`src/rtl/int_alu_pkg.sv`:
```
package int_alu_pkg;

    typedef enum logic [3:0] {
        OP_ADD   = 4'd0,
        OP_SUB   = 4'd1,
        OP_AND   = 4'd2,
        OP_OR    = 4'd3,
        OP_NOR   = 4'd4,
        OP_SLL   = 4'd5,
        OP_SRL   = 4'd6,
        OP_SLT   = 4'd7,
        OP_SLTU  = 4'd8,
        OP_ADDI  = 4'd9,
        OP_SLTI  = 4'd10,
        OP_SLTIU = 4'd11,
        OP_ANDI  = 4'd12,
        OP_ORI   = 4'd13,
        OP_LUI   = 4'd14,
        OP_RSV   = 4'd15
    } alu_op_e;

    // Operations that run the shared adder in subtract mode
    function automatic logic needs_sub(alu_op_e op);
        return (op == OP_SUB) || (op == OP_SLT) || (op == OP_SLTU) ||
               (op == OP_SLTI) || (op == OP_SLTIU);
    endfunction

endpackage

```
`src/rtl/alu_opnd.sv`:
```
module alu_opnd
    import int_alu_pkg::*;
#(
    parameter int DW   = 32,
    parameter int IMMW = 16
) (
    input  alu_op_e          op,
    input  logic [DW-1:0]    opb,
    input  logic [IMMW-1:0]  imm,
    output logic [DW-1:0]    opnd
);
    localparam int PADW = DW - IMMW;

    logic [DW-1:0] sext_imm;
    logic [DW-1:0] zext_imm;

    always_comb begin
        sext_imm = {{PADW{imm[IMMW-1]}}, imm};
        zext_imm = {{PADW{1'b0}}, imm};
        unique case (op)
            OP_ADDI, OP_SLTI, OP_SLTIU: opnd = sext_imm;
            OP_ANDI, OP_ORI:            opnd = zext_imm;
            default:                    opnd = opb;
        endcase
    end

endmodule

```
`src/rtl/alu_arith.sv`:
```
module alu_arith #(
    parameter int DW = 32
) (
    input  logic [DW-1:0] a,
    input  logic [DW-1:0] b,
    input  logic          sub_en,
    output logic [DW-1:0] sum,
    output logic          lt_s,
    output logic          lt_u
);
    localparam int MSB = DW - 1;

    logic [DW-1:0] b_eff;
    logic [DW:0]   full;
    logic          carry;
    logic          ovf;

    always_comb begin
        b_eff = sub_en ? ~b : b;
        full  = {1'b0, a} + {1'b0, b_eff} + {{DW{1'b0}}, sub_en};
        sum   = full[DW-1:0];
        carry = full[DW];
        // overflow of a - b: operand signs differ and the sign of the difference
        // differs from a
        ovf   = (a[MSB] ^ b[MSB]) & (a[MSB] ^ sum[MSB]);
        lt_s  = sum[MSB] ^ ovf;
        lt_u  = ~carry;
    end

endmodule

```
`src/rtl/alu_bitlog.sv`:
```
module alu_bitlog
    import int_alu_pkg::*;
#(
    parameter int DW   = 32,
    parameter int IMMW = 16,
    parameter int SHW  = 5
) (
    input  alu_op_e          op,
    input  logic [DW-1:0]    a,
    input  logic [DW-1:0]    b,
    input  logic [SHW-1:0]   shamt,
    input  logic [IMMW-1:0]  imm,
    output logic [DW-1:0]    res
);
    localparam int LOW = DW - IMMW;

    always_comb begin
        unique case (op)
            OP_AND, OP_ANDI: res = a & b;
            OP_OR,  OP_ORI:  res = a | b;
            OP_NOR:          res = ~(a | b);
            OP_SLL:          res = b << shamt;
            OP_SRL:          res = b >> shamt;
            OP_LUI:          res = {imm, {LOW{1'b0}}};
            default:         res = '0;
        endcase
    end

endmodule

```
`src/rtl/int_alu.sv`:
```
module int_alu
    import int_alu_pkg::*;
#(
    parameter int DW      = 32,
    parameter int IMMW    = 16,
    parameter bit REG_OUT = 1'b1
) (
    input  logic                    clk_i,
    input  logic                    rst_ni,
    input  logic [3:0]              op_i,
    input  logic [DW-1:0]           opa_i,
    input  logic [DW-1:0]           opb_i,
    input  logic [$clog2(DW)-1:0]   shamt_i,
    input  logic [IMMW-1:0]         imm_i,
    output logic [DW-1:0]           res_o,
    output logic                    zero_o
);
    localparam int SHW = $clog2(DW);

    typedef struct packed {
        logic [DW-1:0] res;
        logic          zero;
    } alu_out_t;

    alu_op_e       op_e;
    logic [DW-1:0] opnd2;
    logic [DW-1:0] sum_w;
    logic          lt_s_w;
    logic          lt_u_w;
    logic [DW-1:0] bl_w;
    logic          sub_w;
    alu_out_t      out_d;
    alu_out_t      out_q;

    assign op_e  = alu_op_e'(op_i);
    assign sub_w = needs_sub(op_e);

    alu_opnd #(.DW(DW), .IMMW(IMMW)) u_opnd (
        .op   (op_e),
        .opb  (opb_i),
        .imm  (imm_i),
        .opnd (opnd2)
    );

    alu_arith #(.DW(DW)) u_arith (
        .a      (opa_i),
        .b      (opnd2),
        .sub_en (sub_w),
        .sum    (sum_w),
        .lt_s   (lt_s_w),
        .lt_u   (lt_u_w)
    );

    alu_bitlog #(.DW(DW), .IMMW(IMMW), .SHW(SHW)) u_bitlog (
        .op    (op_e),
        .a     (opa_i),
        .b     (opnd2),
        .shamt (shamt_i),
        .imm   (imm_i),
        .res   (bl_w)
    );

    always_comb begin
        out_d = '0;
        unique case (op_e)
            OP_ADD, OP_SUB, OP_ADDI: out_d.res = sum_w;
            OP_SLT, OP_SLTI:         out_d.res = {{(DW-1){1'b0}}, lt_s_w};
            OP_SLTU, OP_SLTIU:       out_d.res = {{(DW-1){1'b0}}, lt_u_w};
            OP_AND, OP_OR, OP_NOR, OP_SLL, OP_SRL,
            OP_ANDI, OP_ORI, OP_LUI: out_d.res = bl_w;
            default:                 out_d.res = '0;
        endcase
        out_d.zero = (out_d.res == '0);
    end

    generate
        if (REG_OUT) begin : g_reg
            always_ff @(posedge clk_i or negedge rst_ni) begin
                if (!rst_ni) begin
                    out_q.res  <= '0;
                    out_q.zero <= 1'b1;
                end else begin
                    out_q <= out_d;
                end
            end

            AST_SLT_NEG_FIRST: assert property (@(posedge clk_i) disable iff (!rst_ni)
                (op_e == OP_SLT && opa_i[DW-1] && !opb_i[DW-1]) |=> (res_o == {{(DW-1){1'b0}}, 1'b1}));
            AST_CMP_ONE_BIT: assert property (@(posedge clk_i) disable iff (!rst_ni)
                (op_e inside {OP_SLT, OP_SLTI, OP_SLTU, OP_SLTIU}) |=> (res_o[DW-1:1] == '0));
            AST_SLTU_NEG_BIG: assert property (@(posedge clk_i) disable iff (!rst_ni)
                (op_e == OP_SLTU && opa_i[DW-1] && !opb_i[DW-1]) |=> (res_o == '0));
            AST_SHIFT_FILL: assert property (@(posedge clk_i) disable iff (!rst_ni)
                (op_e == OP_SLL && shamt_i != '0) |=> (res_o[0] == 1'b0));
            AST_LUI_LOW_CLEAR: assert property (@(posedge clk_i) disable iff (!rst_ni)
                (op_e == OP_LUI) |=> (res_o[DW-IMMW-1:0] == '0));
            AST_ZERO_FLAG: assert property (@(posedge clk_i) disable iff (!rst_ni)
                zero_o == (res_o == '0));
            AST_UNDEF_ZERO: assert property (@(posedge clk_i) disable iff (!rst_ni)
                (op_e == OP_RSV) |=> (res_o == '0 && zero_o));
        end else begin : g_comb
            assign out_q = out_d;
        end
    endgenerate

    assign res_o  = out_q.res;
    assign zero_o = out_q.zero;

endmodule

```
`config.mk`:
```
export PLATFORM = sky130hd
export DESIGN_NAME = int_alu
export DESIGN_NICKNAME = d
export VERILOG_FILES = /design/src/rtl/int_alu_pkg.sv /design/src/rtl/alu_opnd.sv /design/src/rtl/alu_arith.sv /design/src/rtl/alu_bitlog.sv /design/src/rtl/int_alu.sv
export SDC_FILE = /design/constraint.sdc
export NUM_CORES = 1
export LEC_CHECK = 0
export ABC_AREA = 1
export ABC_CLOCK_PERIOD_IN_PS = 800
export BUFFER_PORTS_ARGS = -buffer_cell sky130_fd_sc_hd__buf_2
export CORE_UTILIZATION = 45
export DETAILED_ROUTE_END_ITERATION = 8
export PLACE_DENSITY = 0.68
export SKIP_LAST_GASP = 1
export SYNTH_ARGS = -nofsm -noshare
export SYNTH_HDL_FRONTEND = slang
export SYNTH_SLANG_ARGS = --single-unit
```
`constraint.sdc`:
```
create_clock -name clk_i -period 0.8 [get_ports clk_i]
set_clock_uncertainty 0.15 [all_clocks]
set_input_delay 0.16 -clock clk_i [delete_from_list [all_inputs] [get_ports clk_i]]
set_output_delay 0.16 -clock clk_i [all_outputs]
set_load 0.01 [all_outputs]
```
==> impl_metrics.csv, run 1 <==
group,metric,value,unit
logic_synthesis,syn_area,8270,um^2
clock_tree,h-tree-depth,2,
die,initial_core_util,0.460,
logic_synthesis,synth_flop_cell,"dfrtp_1",
logic_synthesis,synth_edf_count,0,
outcome,haltStage,"global routing",
die,rows,49,
global_routing,grt_pass1_vias,15400,
logic_synthesis,synth_seq_cells,33,
die,ios,124,
outcome,status,"stopped before the end",
logic_synthesis,syn-num-nets,1668,
place,gp_congestion,1.18,
logic_synthesis,synthCells,1541,
place,portBuffers,123,
global_routing,grt_pass1_wl,92.3,mm
logic_synthesis,ys_seq_area_frac,0.100,
global_routing,grt_max_degree,36,
die,die_w,138,um
clock_tree,clock-sinks,33,
die,die_h,138,um
logic_synthesis,yosysWarnings,0,
logic_synthesis,synthArstFlopShare,1.00,
logic_synthesis,synth_cell_types,51,
clock_tree,root_buffer,"clkbuf_16",
place,dp_hpwl,39.6,mm
clock_tree,clock_path_buffers,2,
clock_tree,cts_buffers,5,
global_routing,grt_overflow,16,
global_routing,grt.total_usage,0.673,
outcome,firstError,"[ERROR GRT-0116] Global routing finished with congestion. Check the congestion regions in the DRC Viewer.",
logic_synthesis,synth_area_per_cell,5.36,um^2
-- Yosys cell counts (2+ instances only) --
master,instances,share of area
a211oi_1,2,0.0018
a21boi_0,4,0.0036
a21o_1,6,0.0054
a21oi_1,75,0.045
a31oi_1,6,0.0045
and2_1,2,0.0015
buf_1,18,0.0082
buf_2,10,0.0061
buf_6,7,0.0095
clkbuf_1,42,0.019
clkinv_1,3,0.0014
dfrtp_1,32,0.097
ha_1,35,0.053
inv_1,107,0.049
inv_2,4,0.0018
nand2_1,392,0.18
nand2_2,27,0.020
nand3_1,419,0.25
nand3_2,7,0.0085
nand3b_1,12,0.011
nand4_1,26,0.020
nor2_1,135,0.061
nor2_2,2,0.0015
nor2_4,2,0.0027
nor3_1,17,0.010
nor4_1,2,0.0015
o2111ai_1,6,0.0064
o211ai_1,5,0.0045
o21ai_0,62,0.038
o21ai_1,10,0.0061
o21bai_1,2,0.0018
o2bb2ai_1,2,0.0021
o311a_1,6,0.0073
o311ai_0,3,0.0032
or2_1,4,0.0030
or2_2,2,0.0015
xnor2_1,31,0.033
-- what timing repair did --
item / 4_1_cts
gates resized for setup: 214
cloned: 4
pin swaps: 87
hold endpoints to repair: 33
hold buffers: 1
buffers inserted: 63
setup endpoints to repair: 66
-- kinds of logic after synthesis --
family                     count (synthesis)  share of synthesized area
AOI/OAI and AO/OA                        199                      0.140
and+or+nand+nor                         1051                      0.577
adders and majority gates                 36                     0.0554
DFF                                       33                      0.100
buffers and inverters                    191                     0.0946
xor gates and xnor gates                  31                     0.0328
-- metal layers --
metal | track usage | GRT overflow
met2 | 0.876 | 9
met1 | 0.692 | 0
met3 | 0.477 | 0
met5 | 0.175 | 0
met4 | 0.616 | 7
-- stage by stage --
stage	area (um^2)	setup slack (ns)	cells
4_1_cts	14300	-2.34	2315
3_5_place_dp	12600	-3.09	2241
3_3_place_gp	12600	-3.08	2241
2_1_floorplan	8750	-1.96	1541
==> inputs of run 2 (changes only) <==
--- a/config.mk
+++ b/config.mk
@@ -6,11 +6,11 @@
 export NUM_CORES = 1
 export LEC_CHECK = 0
 export ABC_AREA = 1
-export ABC_CLOCK_PERIOD_IN_PS = 800
+export ABC_CLOCK_PERIOD_IN_PS = 1040
 export BUFFER_PORTS_ARGS = -buffer_cell sky130_fd_sc_hd__buf_2
-export CORE_UTILIZATION = 45
+export CORE_UTILIZATION = 30
 export DETAILED_ROUTE_END_ITERATION = 8
-export PLACE_DENSITY = 0.68
+export PLACE_DENSITY_LB_ADDON = 0.15
 export SKIP_LAST_GASP = 1
 export SYNTH_ARGS = -nofsm -noshare
 export SYNTH_HDL_FRONTEND = slang
==> constraint.sdc (replaced) <==
create_clock -name clk_i -period 1.04 [get_ports clk_i]
set_clock_uncertainty 0.15 [all_clocks]
set_input_delay 0.208 -clock clk_i [delete_from_list [all_inputs] [get_ports clk_i]]
set_output_delay 0.208 -clock clk_i [all_outputs]
set_load 0.01 [all_outputs]
==> run 2 against run 1 <==
Against the previous run: the flow now finishes, with violations (negative setup slack); synthesized area stayed put; synthesized cell count is the same.
==> impl_metrics.csv, run 2 <==
group,metric,value,unit
logic_synthesis,synthTopCellsByArea,"nand3_1 25%, nand2_1 18%, dfrtp_1 9.7%",
drt,drt-vias-per-instance,5.54,
die,rows,60,
die,core-area,27000,um^2
logic_synthesis,yosysWarnings,0,
power,switching_share,0.475,
logic_synthesis,synth.top_cells.by_count,"419 x nand3_1, 392 x nand2_1, 135 x nor2_1",
place,place_area,12800,um^2
worst_setup_path,slowest_delay,0.31,ns
timing,finalSetupViolCount,66,
global_routing,grt_max_degree,50,
worst_setup_path,end_kind,"register",
timing,slew_viol_final,0,
place,portBuffers,123,
worst_setup_path,required,1.09,ns
finish,largest_register_ffs,32,
power,p_clk_frac,0.100,
die,die_w,168,um
finish,design_area,15700,um^2
logic_synthesis,syn-num-nets,1668,
power,p_per_area,1060,nW/um^2
timing,fin_crit_sh,3.32,
timing,whs,0.171,ns
finish,area_growth,90.3,%
worst_setup_path,cp_max_fo,6,
place,gp_congestion,1.03,
timing,relSlewSlack,0.331,
logic_synthesis,yosysMostFrequentCell,"nand3_1",
clock_tree,clock_path_buffers,2,
finish,layout_common_cells,"477 x buf_4, 374 x nand3_1, 293 x nand2_1",
outcome,status,"finished with violations",
job,drv_cap,0,
drt,drt_iter0_markers,1571,
logic_synthesis,synth_flop_cell,"dfrtp_1",
drt,antenna_left,0,
global_routing,antenna_found_initial,1,
worst_setup_path,critPathLaunch,"op_i[3]",
timing,rsz0062_at_grt,"yes",
global_routing,grt.total_usage,0.373,
logic_synthesis,syn_area,8270,um^2
die,ios,124,
finish,utilization,0.582,
logic_synthesis,yosysTopAreaCellShare,0.254,
drt,drtPass1Iterations,6,
clock_tree,clock-sinks,33,
worst_setup_path,cp_slowest_cell,"ha_4",
worst_setup_path,critical_path_class,"input pin to register",
clock_tree,cts_buffers,5,
global_routing,grt_overflow,0,
worst_setup_path,path_buf_inv,8,
finish,nNetsFinal,2257,
finish,drive_gt1_frac,0.490,
power,p_int,8.80,mW
drt,vias,13700,
logic_synthesis,synth_seq_cells,33,
clock_tree,h-tree-depth,2,
finish,layout_commonest_cell,"buf_4",
timing,tns,-69.68,ns
power,power_frac_comb,0.807,
power,seqPwrFrac,0.093,
worst_setup_path,cpMostUsedCell,"nor2_1",
worst_setup_path,critPathTopFamily,"simple AND/OR/NAND/NOR gates",
logic_synthesis,ys_seq_area_frac,0.100,
die,die_area,28200,um^2
worst_setup_path,worstPathArrival,3.50,ns
place,placedCellCount,2365,
logic_synthesis,synth_area_per_cell,5.36,um^2
worst_setup_path,worstSetupStartpointType,"input pin",
logic_synthesis,synth_cell_types,51,
die,initial_core_util,0.306,
timing,worst_slack,-2.41,ns
power,leakagePower,7.80,nW
logic_synthesis,yosysTopAreaCell,"nand3_1",
timing,post-route-min-period,3.45,ns
drt,wire_per_inst,22.0,um
logic_synthesis,synthCells,1541,
min_path,min_path_type,"input pin to async pin",
global_routing,grt_pass1_wl,78.9,mm
clock_tree,root_buffer,"clkbuf_16",
timing,tightest_slew,0.991,ns
timing,fmax,290,MHz
die,die_h,168,um
clock_tree,clkTransAtPathRegs,0.05,ns
drt,drc_errors,0,
drt,wirelength,54.4,mm
worst_setup_path,crit_cells,25,
logic_synthesis,synthArstFlopShare,1.00,
finish,stdcell_count,2473,
outcome,violations,"negative setup slack",
clock_tree,cts_tree,"yes",
power,p_sw,7.95,mW
place,pre_cts_slack,-2.95,ns
global_routing,grt_pass1_vias,12900,
timing,hold_viol,0,
power,p_total,16.7,mW
worst_setup_path,worstSetupEndpoint,"zero_o$_DFF_PN1_",
place,dp_hpwl,44.1,mm
finish,nFillCells,2597,
logic_synthesis,synth_edf_count,0,
power,peakVddDrop,0.633,mV
==> run 2: cell counts after synthesis <==
Identical to the previous run, type by type.
==> run 2: power by group through the flow <==
stage	clock (mW)	combinational [mW]	sequential (mW)
after floorplan	0	4.80	1.68
after global placement	0	10.1	1.57
after detailed placement	0	10.0	1.56
after CTS	1.71	12.0	1.56
after global routing	1.76	14.3	1.57
final	1.68	13.5	1.56
==> run 2: worst min-delay path by stage <==
stage | end | depth (start not counted)
2_1_floorplan | res_o[0]$_DFF_PN0_ | 0
3_3_place_gp | res_o[31]$_DFF_PN0_ | 1
3_5_place_dp | res_o[31]$_DFF_PN0_ | 1
4_1_cts | res_o[14]$_DFF_PN0_ | 2
5_1_grt | res_o[20]$_DFF_PN0_ | 2
6_report | res_o[31]$_DFF_PN0_ | 2
==> run 2: timing repair <==
| item | in CTS | in global routing |
|---|---|---|
| hold endpoints to repair | 33 | 0 |
| gates resized for setup | 255 | 181 |
| cloned | 4 | 0 |
| endpoints found under the setup margin | 66 | 66 |
| buffers inserted | 72 | 43 |
| hold buffers | 1 | 0 |
| pin swaps | 68 | 124 |
==> run 2: cell type report <==
cell class	instances	area [um^2]	area share
clock buffers	7	143	0.00906
repair buffers	658	5140	0.327
diodes	1	2.50	0.000159
inverters	114	470	0.0299
well taps	341	427	0.0271
flip-flops and latches	33	827	0.0526
clock inverters	1	30.0	0.00191
multi-input cells	1318	8690	0.553
==> run 2: layer usage <==
layer	GRT usage	vias to the layer above	share of wire
li1	-	6466	-
met1	0.493	6406	0.42
met2	0.624	693	0.46
met3	0.0289	143	0.064
met4	0.158	0	0.058
met5	0	-	0
==> run 2: kinds of logic after synthesis <==
group / after synthesis / share of synthesized area
xor+xnor: 31 / 0.0328
buf+inv: 191 / 0.0946
fa+ha+maj: 36 / 0.0554
simple gates: 1051 / 0.577
compound gates: 199 / 0.140
flops: 33 / 0.100
No activity file was read; power rests on OpenSTA's default activity.
